==> config.mk <==
export PLATFORM = sky130hd
export DESIGN_NAME = uart_tx_engine
export DESIGN_NICKNAME = d
export VERILOG_FILES = /design/src/rtl/uart_tx_engine.sv
export SDC_FILE = /design/constraint.sdc
export NUM_CORES = 1
export LEC_CHECK = 0
export BUFFER_PORTS_ARGS = -buffer_cell sky130_fd_sc_hd__buf_2
export CORE_ASPECT_RATIO = 0.7
export CORE_UTILIZATION = 48
export DETAILED_ROUTE_END_ITERATION = 8
export GPL_ROUTABILITY_DRIVEN = 1
export PLACE_DENSITY = 0.76
export SLEW_MARGIN = 0
export SYNTH_ARGS = -nofsm -noshare
export SYNTH_HDL_FRONTEND = slang
export SYNTH_SLANG_ARGS = --single-unit
==> constraint.sdc <==
create_clock -name clk -period 1.95 [get_ports clk]
set_input_delay 0.195 -clock clk [delete_from_list [all_inputs] [get_ports clk]]
set_output_delay 0.195 -clock clk [all_outputs]
set_load 0.1 [all_outputs]
==> src/rtl/uart_tx_engine.sv <==
module uart_tx_engine #(
  parameter int BRK_W = 8
) (
  input  logic             clk,
  input  logic             rst_n,
  input  logic             tick,
  input  logic [7:0]       fmt,
  input  logic [BRK_W-1:0] brk,
  input  logic             sw_pause,
  input  logic             cts,
  input  logic             fifo_empty,
  input  logic [7:0]       fifo_data,
  output logic             fifo_rd,
  output logic             txd,
  output logic             busy,
  output logic             last_stop
);

  typedef enum logic [2:0] {
    S_IDLE, S_LOAD2, S_READY, S_START, S_DATA, S_PAR, S_STOP, S_BREAK
  } state_t;

  state_t     st;
  logic [8:0] sr;
  logic [3:0] wid;
  logic [3:0] cnt;
  logic       par_en;
  logic       par_bit;
  logic       two_stop;

  logic [3:0] w_new;
  logic [7:0] d_eff;
  logic       ones_odd;
  logic       p_en_new;
  logic       p_bit_new;

  assign w_new    = (fmt[3:0] == 4'b0111) ? 4'd7 :
                    (fmt[3:0] == 4'b1001) ? 4'd9 : 4'd8;
  assign d_eff    = (w_new == 4'd7) ? {1'b0, fifo_data[6:0]} : fifo_data;
  assign ones_odd = ^d_eff;

  always_comb begin
    p_en_new  = 1'b0;
    p_bit_new = 1'b0;
    case (fmt[6:4])
      3'b001:  begin p_en_new = 1'b1; p_bit_new = ~ones_odd; end
      3'b010:  begin p_en_new = 1'b1; p_bit_new = ones_odd;  end
      3'b011:  begin p_en_new = 1'b1; p_bit_new = 1'b1;      end
      3'b100:  begin p_en_new = 1'b1; p_bit_new = 1'b0;      end
      default: begin p_en_new = 1'b0; p_bit_new = 1'b0;      end
    endcase
    if (w_new == 4'd9) p_en_new = 1'b0;
  end

  logic brk_on, may_go, fetch1, fetch2, stop_end;

  assign brk_on    = (brk != '0);
  assign may_go    = !brk_on && !sw_pause && cts;
  assign fetch1    = (st == S_IDLE) && may_go && !fifo_empty;
  assign fetch2    = (st == S_LOAD2) && !fifo_empty;
  assign fifo_rd   = fetch1 || fetch2;
  assign stop_end  = (st == S_STOP) && (!two_stop || cnt[0]);
  assign last_stop = tick && stop_end;
  assign busy      = (st != S_IDLE) && (st != S_BREAK);

  always_comb begin
    case (st)
      S_START: txd = 1'b0;
      S_DATA:  txd = sr[0];
      S_PAR:   txd = par_bit;
      S_BREAK: txd = 1'b0;
      default: txd = 1'b1;
    endcase
  end

  always_ff @(posedge clk) begin
    if (!rst_n) begin
      st       <= S_IDLE;
      sr       <= '0;
      wid      <= 4'd8;
      cnt      <= '0;
      par_en   <= 1'b0;
      par_bit  <= 1'b0;
      two_stop <= 1'b0;
    end else begin
      case (st)
        S_IDLE:
          if (brk_on) st <= S_BREAK;
          else if (fetch1) begin
            sr       <= {1'b0, fifo_data};
            wid      <= w_new;
            par_en   <= p_en_new;
            par_bit  <= p_bit_new;
            two_stop <= fmt[7];
            st       <= (w_new == 4'd9) ? S_LOAD2 : S_READY;
          end
        S_LOAD2:
          if (fetch2) begin
            sr[8] <= fifo_data[0];
            st    <= S_READY;
          end
        S_READY:
          if (tick) st <= S_START;
        S_START:
          if (tick) begin
            st  <= S_DATA;
            cnt <= '0;
          end
        S_DATA:
          if (tick) begin
            if (cnt == wid - 4'd1) begin
              cnt <= '0;
              st  <= par_en ? S_PAR : S_STOP;
            end else begin
              cnt <= cnt + 4'd1;
              sr  <= sr >> 1;
            end
          end
        S_PAR:
          if (tick) st <= S_STOP;
        S_STOP:
          if (tick) begin
            if (stop_end) st <= S_IDLE;
            else cnt <= cnt + 4'd1;
          end
        S_BREAK:
          if (!brk_on) st <= S_IDLE;
        default: st <= S_IDLE;
      endcase
    end
  end

endmodule

==> metrics.txt <==
result of the run=complete, but fails checks; failing checks=negative setup slack; max-slew headroom at the worst pin=64.1%; unrepaired setup endpoints after global routing=yes; clock insertion delay at the later pin of the skew report=0.27 ns; global-route total usage across every layer=25.6%; crit path max fanout=15; setup clock skew after layout=0.00327 ns; detailed-routing iteration count for the pre-antenna-repair pass=4; Final period util=103%; final critical path time including I/O delays and setup=2.02 ns; count of buffers inserted at the top-level ports=33; synthesized netlist cell count=167; global route total overflow=0; Die Footprint=3230 um^2; predominant post-synthesis flop cell=dfxtp_1; number of standard cells in the final layout excluding fillers=250; Max IR drop VDD=1260 uV; CP Capture Type=register; initial drt markers=97; sequential cell area fraction in the yosys report=30.5%; Antenna Nets Post-Route=0; starting density of the core=51.2%; category of the worst setup path launch point=register; Total Negative Setup Slacks=-0.147 ns; post-detailed-route wirelength per cell=15.7 um; maximum level of the CTS H-tree=1; final hold violation count=0; post-synthesis average cell area=8.65 um^2; total design power=2490 uW; TritonCTS Buffers=3; cts-stage hold buffer count=0; max-cap violation count=0; height of the chip=47.9 um; final setup margin=-0.0656 ns; most common library cell in the layout ignoring fill and taps=buf_2; Register-to-Register Setup Slack=-0.07 ns; worst min-delay path class=input port to register; # placed instances=242; Clock Path Buffers=2; Crit path required time=2.14 ns; final count of pins violating max slew=0; final weighted congestion in routability-driven placement=0.822; vias post-DR=1,460; leak pwr=0.000783 uW; EDFF count, synth=0; warning count from the yosys run=0; reg2reg path depth=9; die width=67.6 um; std cell rows=16; antenna violations before repair=0; global-route wire length before repair=5910 um; commonest cells after routing, fill and taps aside=buf_2 (31), nor2_1 (23), dfxtp_1 (19), buf_4 (17), mux2i_1 (11); Clk pin slew, worst setup/hold paths=0.08 ns; vias per cell=5.84; Sink Count=22; area of the mapped netlist=1440 um^2; via count of the first global-routing pass=1,275; Core ar.=2820 um^2; Clk Tree Root Cell=clkbuf_8; Mapped Nets=200; proportion of layout cells with a drive suffix above 1=35.5%; placed inst area=1770 um^2; post-synthesis async set-or-reset flop share=0%; FF+latch count, synth=22; maximum clock frequency=496 MHz; Setup Viol. Count Final=5; arrival time reported for the critical path endpoint=2.20 ns; maximum number of pins on one net before global-route repair=16; boundary pin count=34; antenna diode instance count=0; Worst-Margin Slew=0.534 ns; number of nets in the layout=249; area growth from synthesis to final layout=33.4%; Routed WL=3910 um; category of the critical setup timing path=register to register; CTS tree=done; number of fill cells in the layout=195; detailed-route DRC error count=0; sum of net half-perimeters after detailed placement=2920 um; area of all placed cells without fillers=1930 um^2; Hold Path Cell Cnt=2; count of cell types in the netlist=45; power per unit of standard cell area=1290 nW/um^2
-- power breakdown --
group          switching [uW]  internal [uW]
registers                 129            557
clock network             148            138
logic                     863            650
total                    1140           1350
-- metrics by stage --
stage / setup WS (ns) / util, % / hold WS [ns]
global route: -0.129 / 68.3 / 0.156
CTS: 0.000163 / 67.9 / 0.148
detailed placement: -0.101 / 62.7 / 0.424
finish: -0.0656 / 68.3 / 0.139
floorplan: -0.259 / - / 0.271
global placement: 0.00787 / 62.7 / 0.414
-- Yosys cell counts, drive strengths merged, types with 2 or more instances --
| cell type | count | area [um^2] |
|---|---|---|
| xnor2 | 7 | 61.3 |
| buf | 5 | 25.0 |
| clkbuf | 2 | 7.51 |
| a31oi | 2 | 12.5 |
| o21ai | 7 | 35.0 |
| nor2 | 23 | 86.3 |
| o41ai | 2 | 36.3 |
| nand3 | 5 | 30.0 |
| nor4 | 3 | 31.3 |
| o211ai | 2 | 15.0 |
| nand2 | 10 | 37.5 |
| nor3 | 4 | 20.0 |
| mux2i | 11 | 110 |
| dfxtp | 22 | 440 |
| ha | 3 | 37.5 |
| nand4b | 2 | 17.5 |
| nor3b | 2 | 15.0 |
| xor2 | 5 | 43.8 |
| inv | 8 | 30.0 |
| nand2b | 3 | 18.8 |
| a211oi | 8 | 60.1 |
| and3 | 3 | 18.8 |
| a21oi | 9 | 45.0 |
-- sequential cells by signal (all words and copies together) (netlist names) --
| register | flops |
|---|---|
| par_bit | 1 |
| st | 3 |
| two_stop | 1 |
| par_en | 1 |
| wid | 3 |
| sr | 9 |
| cnt | 4 |
-- layout make-up --
type / count / area [um^2] / share of cell area, %
Multi-Input combinational cell: 130 / 1020 / 53.1
Timing Repair Buffer: 51 / 343 / 17.8
Inverter: 8 / 30.0 / 1.56
Clock buffer: 3 / 41.3 / 2.14
Tap cell: 36 / 45.0 / 2.34
Sequential cell: 22 / 444 / 23.1
-- what timing repair did --
action,in CTS,in global routing
gates cloned,0,0
gates resized for setup,11,3
buffers inserted,4,1
pin swaps,3,3
setup endpoints to repair,6,13
-- layer usage --
| metal | share of wire, % | up-vias | GRT usage [%] | wire length [um] |
|---|---|---|---|---|
| li1 | - | 709 | - | - |
| met1 | 44 | 687 | 32.2 | 1740 |
| met2 | 48 | 55 | 44.2 | 1880 |
| met3 | 6.2 | 9 | 5.95 | 242 |
| met4 | 1.4 | 0 | 8.09 | 53 |
| met5 | 0 | - | 0 | 0 |
-- worst paths after layout --
kind | from | to
setup / recovery | wid[2] | sr[2]
hold reg to reg | par_bit | par_bit
setup reg to reg | wid[2] | sr[2]
hold / removal | fmt[6] | par_bit
-- cells by family after synthesis --
group	share of synthesized area [%]
flip-flops	30.5
multiplexers	7.63
AO/OA/AOI/OAI	21.7
buffers and inverters	4.33
AND/OR/NAND/NOR	22.8
XOR/XNOR	10.5
adder cells (fa/ha/maj)	2.60
-- worst max-delay path, stage by stage (launching register included) --
cell	delay, ns
dfxtp_1	0.35
inv_2	0.06
ha_2	0.18
xnor2_2	0.16
o41ai_4	0.46
buf_4	0.20
a22oi_4	0.06
buf_12	0.16
buf_4	0.14
a211oi_2	0.18
(Power assumes the default switching activity.)
